--- src/rtl/bcg_pkg.sv ---
package bcg_pkg;

    // Burst-length codes seen on blen_i
    typedef enum logic [2:0] {
        BL_ONE  = 3'd0,
        BL_TWO  = 3'd1,
        BL_FOUR = 3'd2,
        BL_EIGHT = 3'd3,
        BL_PAGE = 3'd7
    } blen_code_e;

    localparam int BLEN_CODE_W = 3;

endpackage

--- src/rtl/bcg_len_decode.sv ---
module bcg_len_decode
    import bcg_pkg::*;
#(
    parameter int COL_W = 9
) (
    input  logic [BLEN_CODE_W-1:0] code_i,
    output logic [COL_W-1:0]       mask_o,
    output logic                   page_o
);

    // The mask marks the column bits that move inside the burst window
    always_comb begin
        page_o = 1'b0;
        mask_o = '0;
        case (code_i)
            BL_TWO:   mask_o = COL_W'(1);
            BL_FOUR:  mask_o = COL_W'(3);
            BL_EIGHT: mask_o = COL_W'(7);
            BL_PAGE: begin
                mask_o = '1;
                page_o = 1'b1;
            end
            default:  mask_o = '0;
        endcase
    end

endmodule

--- src/rtl/bcg_col_map.sv ---
module bcg_col_map #(
    parameter int COL_W = 9
) (
    input  logic [COL_W-1:0] base_i,
    input  logic [COL_W-1:0] cnt_i,
    input  logic [COL_W-1:0] mask_i,
    input  logic             il_i,
    output logic [COL_W-1:0] col_o
);

    logic [COL_W-1:0] seq_sum;
    logic [COL_W-1:0] il_mix;

    assign seq_sum = base_i + cnt_i;
    assign il_mix  = base_i ^ cnt_i;

    // Bits inside the window take the moving value; bits above keep the base
    for (genvar b = 0; b < COL_W; b++) begin : g_bit
        assign col_o[b] = mask_i[b] ? (il_i ? il_mix[b] : seq_sum[b]) : base_i[b];
    end

endmodule

--- src/rtl/burst_col_gen.sv ---
module burst_col_gen
    import bcg_pkg::*;
#(
    parameter int COL_W = 9
) (
    input  logic                   clk,
    input  logic                   rst_n,
    input  logic                   start_i,
    input  logic [COL_W-1:0]       start_col_i,
    input  logic [BLEN_CODE_W-1:0] blen_i,
    input  logic                   wrap_il_i,
    input  logic                   adv_i,
    input  logic                   stop_i,
    output logic [COL_W-1:0]       col_o,
    output logic                   valid_o,
    output logic                   last_o
);

    typedef struct packed {
        logic             active;
        logic [COL_W-1:0] base;
        logic [COL_W-1:0] cnt;
        logic [COL_W-1:0] mask;
        logic             il;
        logic             page;
    } burst_state_t;

    burst_state_t st_d, st_q;

    logic [COL_W-1:0] dec_mask;
    logic             dec_page;
    logic             at_last;

    bcg_len_decode #(.COL_W(COL_W)) u_dec (
        .code_i (blen_i),
        .mask_o (dec_mask),
        .page_o (dec_page)
    );

    // The final beat of a fixed-length burst is the one where the counter fills the mask
    assign at_last = st_q.active && !st_q.page && (st_q.cnt == st_q.mask);

    always_comb begin
        st_d = st_q;
        if (start_i) begin
            st_d.active = 1'b1;
            st_d.base   = start_col_i;
            st_d.cnt    = '0;
            st_d.mask   = dec_mask;
            st_d.page   = dec_page;
            st_d.il     = wrap_il_i & ~dec_page;
        end else if (st_q.active) begin
            if (stop_i) begin
                st_d.active = 1'b0;
            end else if (adv_i) begin
                if (at_last) begin
                    st_d.active = 1'b0;
                end else begin
                    st_d.cnt = st_q.cnt + COL_W'(1);
                end
            end
        end
    end

    always_ff @(posedge clk or negedge rst_n) begin
        if (!rst_n) begin
            st_q <= '0;
        end else begin
            st_q <= st_d;
        end
    end

    bcg_col_map #(.COL_W(COL_W)) u_map (
        .base_i (st_q.base),
        .cnt_i  (st_q.cnt),
        .mask_i (st_q.mask),
        .il_i   (st_q.il),
        .col_o  (col_o)
    );

    assign valid_o = st_q.active;
    assign last_o  = at_last;

endmodule

--- config.mk ---
export PLATFORM = sky130hd
export DESIGN_NAME = burst_col_gen
export DESIGN_NICKNAME = d
export VERILOG_FILES = /design/src/rtl/bcg_pkg.sv /design/src/rtl/bcg_len_decode.sv /design/src/rtl/bcg_col_map.sv /design/src/rtl/burst_col_gen.sv
export SDC_FILE = /design/constraint.sdc
export NUM_CORES = 1
export LEC_CHECK = 0
export ABC_AREA = 1
export ABC_CLOCK_PERIOD_IN_PS = 2070
export BUFFER_PORTS_ARGS = -buffer_cell sky130_fd_sc_hd__clkbuf_2
export CAP_MARGIN = 20
export CORE_ASPECT_RATIO = 0.6
export CORE_MARGIN = 8
export CORE_UTILIZATION = 45
export CTS_BUF_LIST = sky130_fd_sc_hd__clkbuf_8 sky130_fd_sc_hd__clkbuf_16
export CTS_CLUSTER_DIAMETER = 40
export DETAILED_ROUTE_END_ITERATION = 16
export MAX_ROUTING_LAYER = met4
export PLACE_DENSITY = 0.63
export SETUP_SLACK_MARGIN = 0.05
export SYNTH_ARGS = -nofsm -noshare
export SYNTH_HDL_FRONTEND = slang
export SYNTH_SLANG_ARGS = --single-unit
--- constraint.sdc ---
create_clock -name clk -period 2.07 [get_ports clk]
set_input_delay 0.1035 -clock clk [delete_from_list [all_inputs] [get_ports clk]]
set_output_delay 0.1035 -clock clk [all_outputs]
set_load 0.02 [all_outputs]
==> impl_summary.md <==
Outcome
The flow ran to the end, and the final reports show no timing, DRC or antenna violations.

STA
The maximum operating frequency is just under 0.5 GHz. The slew of the pin with the lowest slew margin is 626.1 ps. The count of final max-slew check failures came to 0.

The final count of hold timing violations is 0. The share of the clock period used by the worst path is 0.9797. For the final database, setup skew stands at roughly 7.6 ps. The setup violation total in the final timing report is 0. The total negative slack is 0 ps. Setup repair after global routing could not meet its margin everywhere.

The minimum clock period is about 2000 ps. In this run the tightest slew margin relative to its limit is 0.5826.

Logic synthesis
The count of flip-flops with a built-in enable after synthesis is 0. Of the total synthesized cell area, the portion taken by full adders, half adders and majority gates is 0.07571. The area of the mapped netlist is 1752 µm². The xor and xnor area share after synthesis is 0.04000.

In this run, synthesis produced a sequential element count of 24. The number of nets in the synthesized netlist is about 290. The average instance area after synthesis is just under 7 µm². Counting flops with an async set or reset pin after synthesis yields a share of 1.000. Among all flip-flop cells after synthesis, the most frequent one is sky130_fd_sc_hd__dfrtp_1. The synthesized netlist contains 26 unique library cells. After synthesis, the largest family of logic cells by area is simple AND/OR/NAND/NOR gates. The count of yosys warnings during synthesis is 0. The portion of netlist area occupied by mux cells is 0.

The share of the synthesized area in compound gates (AO/OA/AOI/OAI) came to 0.07429. The share of synthesized area occupied by flip-flops and latches is 0.3429. Of the total synthesized cell area, the portion taken by AND, OR, NAND and NOR gates is 0.3471. Synthesis produced approximately 260 cells.

Place
Input and output buffers added on the ports amount to 28. The final weighted congestion in routability-driven placement is between 0.8 and 0.9. Once detailed placement completed, the half-perimeter wirelength came to 3318 µm.

Global route
The total global routing track utilization is 0.1509. Entering global routing, the biggest net connects 25 pins. The remaining global-route overflow is 0. The initial antenna violation count is 0. The via count of the first global-routing pass is 1537. The first-pass GRT wire length is between 7000 and 8000 µm.

Worst setup path
The family with the most delay on the worst path is adder cells. The maximum net fanout on the critical path is 2. The sort of element at the end of the critical path is an output port.

Data on the critical path is required at its endpoint by 1970 ps. The buffering stage count on the worst path with inverters included is 1. In this design, the critical path's most frequently occurring cell is sky130_fd_sc_hd__nand2_2. The library cell contributing the largest single delay on the critical path is sky130_fd_sc_hd__dfrtp_1. STA classifies the critical path startpoint as a register. The critical path goes through ha_2 -> fa_2 -> nand2_2 -> nand2_2 -> nand3_4 -> nand2_4 -> nand2_2 -> nand2_2 -> nand3_2 -> nand2_1 -> nand2_1 -> clkbuf_8. For this run, the slowest stage of the critical path takes 390 ps. The data arrival time of the critical path is between 1500 and 2000 ps. The worst setup path is of the register to output port kind.

Floorplanning
In this run the horizontal extent of the chip is 96.55 µm. The floorplan step defined a core boundary enclosing ~3700 µm². The overall die area is roughly 6200 µm². The floorplan has 17 rows.

The boundary pin count is 29. The height of the chip is about 64 µm. For this configuration, the core starts out at a cell density of 0.4733.

Power
The clock group share of total power is 0.341. Of the total power, combinational logic draws 0.229. Internal power comes to 861.4 µW.

The areal power density over the cells is 555.4 nW/µm². The cell leakage power is 1.222 nW. The switching part of the total is 0.2957. The proportion of power drawn by flip-flops and latches is 0.430. IR analysis of the VDD net gives a maximum drop of roughly 0.00035 V. The switching power of the nets is approximately 360 µW.

Route
The routed via count is roughly 1700. Summed over all layers, the routed wires come to roughly 4400 µm. In the routed design, unresolved DRC markers number 0.

The post-detailed-route count of antenna-violating nets is 0. Dividing the detail-routed via count by the number of cells gives roughly 4.8. The number of iterations in the first detailed-routing pass is 4.

After detailed routing, the average wire length per cell comes to 12.79 µm. The violation count after the first detailed-route iteration is 104.

Cells and area
The utilization after layout is 0.5950. Relative to the synthesized area, the layout overhead comes to 25.71%. The final-stage net count is 326. The fraction of final layout cells with drive strength greater than 1 is 0.2458. The number of antenna diodes in the final layout is 0.

CTS
The tree is rooted in a sky130_fd_sc_hd__clkbuf_8. The clock reaches the later pin of the worst-skew pair after about 270 ps. Clock-pin slew was measured on the worst setup and hold paths at ~80 ps.

The total number of H-tree levels is 1. Buffers inserted during clock tree synthesis total 3. The buffer depth of the longest clock path is 2.

The tree built by TritonCTS fans out to 24 sinks. TritonCTS built the clock tree.

Worst hold path
In this run the worst hold path is classified as input port to register.

Run
Max-cap violations in this run came to 0.
[power groups by stage]
stage	logic, mW	registers (mW)	clock network, mW
2_1_floorplan	0.172	0.525	0
3_3_place_gp	0.255	0.531	0
3_5_place_dp	0.254	0.532	0
4_1_cts	0.268	0.522	0.430
5_1_grt	0.315	0.530	0.449
6_report	0.280	0.526	0.417
[synth_stat cells, drive strengths merged (3+ instances only)]
cell type  number  area share
ha              9       0.064
a21oi           5       0.014
nor2           15       0.035
nand2          92        0.20
inv            41       0.091
dfrtp          24        0.34
nand3          32       0.094
nand4           3       0.011
xor2            7       0.035
buf             5       0.017
o21ai          14       0.040
[path summary, 6_finish.rpt]
path	end	cells after the start	slack, ps	from
min	st_q[23]	3	30	start_col_i[3]
max	col_o[8]	12	40	st_q[11]
max reg2reg	st_q[15]	9	570	st_q[15]
min in group asynchronous	st_q[13]	2	370	rst_n
max in group asynchronous	st_q[15]	2	1250	rst_n
min reg2reg	st_q[27]	2	520	st_q[27]
[cell usage in the layout (no fill, tap or decap), drive strengths merged, types with 2 or more instances in the layout]
master	n
nand2	92
inv	41
nand3	32
clkbuf	29
dfrtp	24
nor2	15
o21ai	14
buf	14
ha	9
xor2	7
a21oi	5
nand4	3
nor3	2
o22ai	2
a22oi	2
[sequential cells by signal (all words and copies together) (netlist names)]
signal / flops
st_q: 23
valid_o: 1
[area by class of cell]
| type | count | area [µm²] |
|---|---|---|
| sequential | 24 | 604.3 |
| timing repair buffer | 41 | 251.5 |
| tap | 47 | 58.81 |
| fill | 363 | 1499 |
| multi-input combinational | 186 | 1054 |
| clock buffer | 3 | 41.29 |
| clock inverter | 1 | 30.03 |
| inverter | 42 | 162.7 |
[routing by layer]
layer | global-route usage | wire length (µm) | vias up
li1 | - | - | 887
met1 | 0.2163 | 2353 | 710
met2 | 0.1975 | 1685 | 52
met3 | 0.05478 | 345 | 2
met4 | 0.02251 | 14 | 0
met5 | - | 0 | -
[cells by family after synthesis]
| group | Yosys count |
|---|---|
| AO/OA/AOI/OAI | 24 |
| XOR/XNOR | 8 |
| adder cells (fa/ha/maj) | 10 |
| buffers and inverters | 49 |
| flip-flops | 24 |
| AND/OR/NAND/NOR | 144 |
[metrics by stage]
step	setup WS (ps)	instances	total power [mW]	cell area [µm²]	hold WS, ps
after global routing	-105.0	344	1.293	2202	30.44
final	42.00	344	1.223	2202	27.44
after CTS	39.36	340	1.220	2068	21.92
after global placement	165.3	333	0.7867	1948	157.6
after detailed placement	120.8	333	0.7867	1948	155.4
after floorplan	216.5	259	0.6978	1752	-192.1
[worst min-delay path, stage by stage]
cell and delay (ps):
sky130_fd_sc_hd__clkbuf_2 70, sky130_fd_sc_hd__nand2_1 40, sky130_fd_sc_hd__nand2_1 50
[timing repair]
item                                    in CTS  in global routing
pin swaps                                    1                  4
setup buffers                                2                  4
endpoints found under the setup margin       4                  6
hold endpoints to repair                    24                  0
resized for setup                            8                 21
hold buffers                                 1                  0
(Power assumes the default switching activity.)
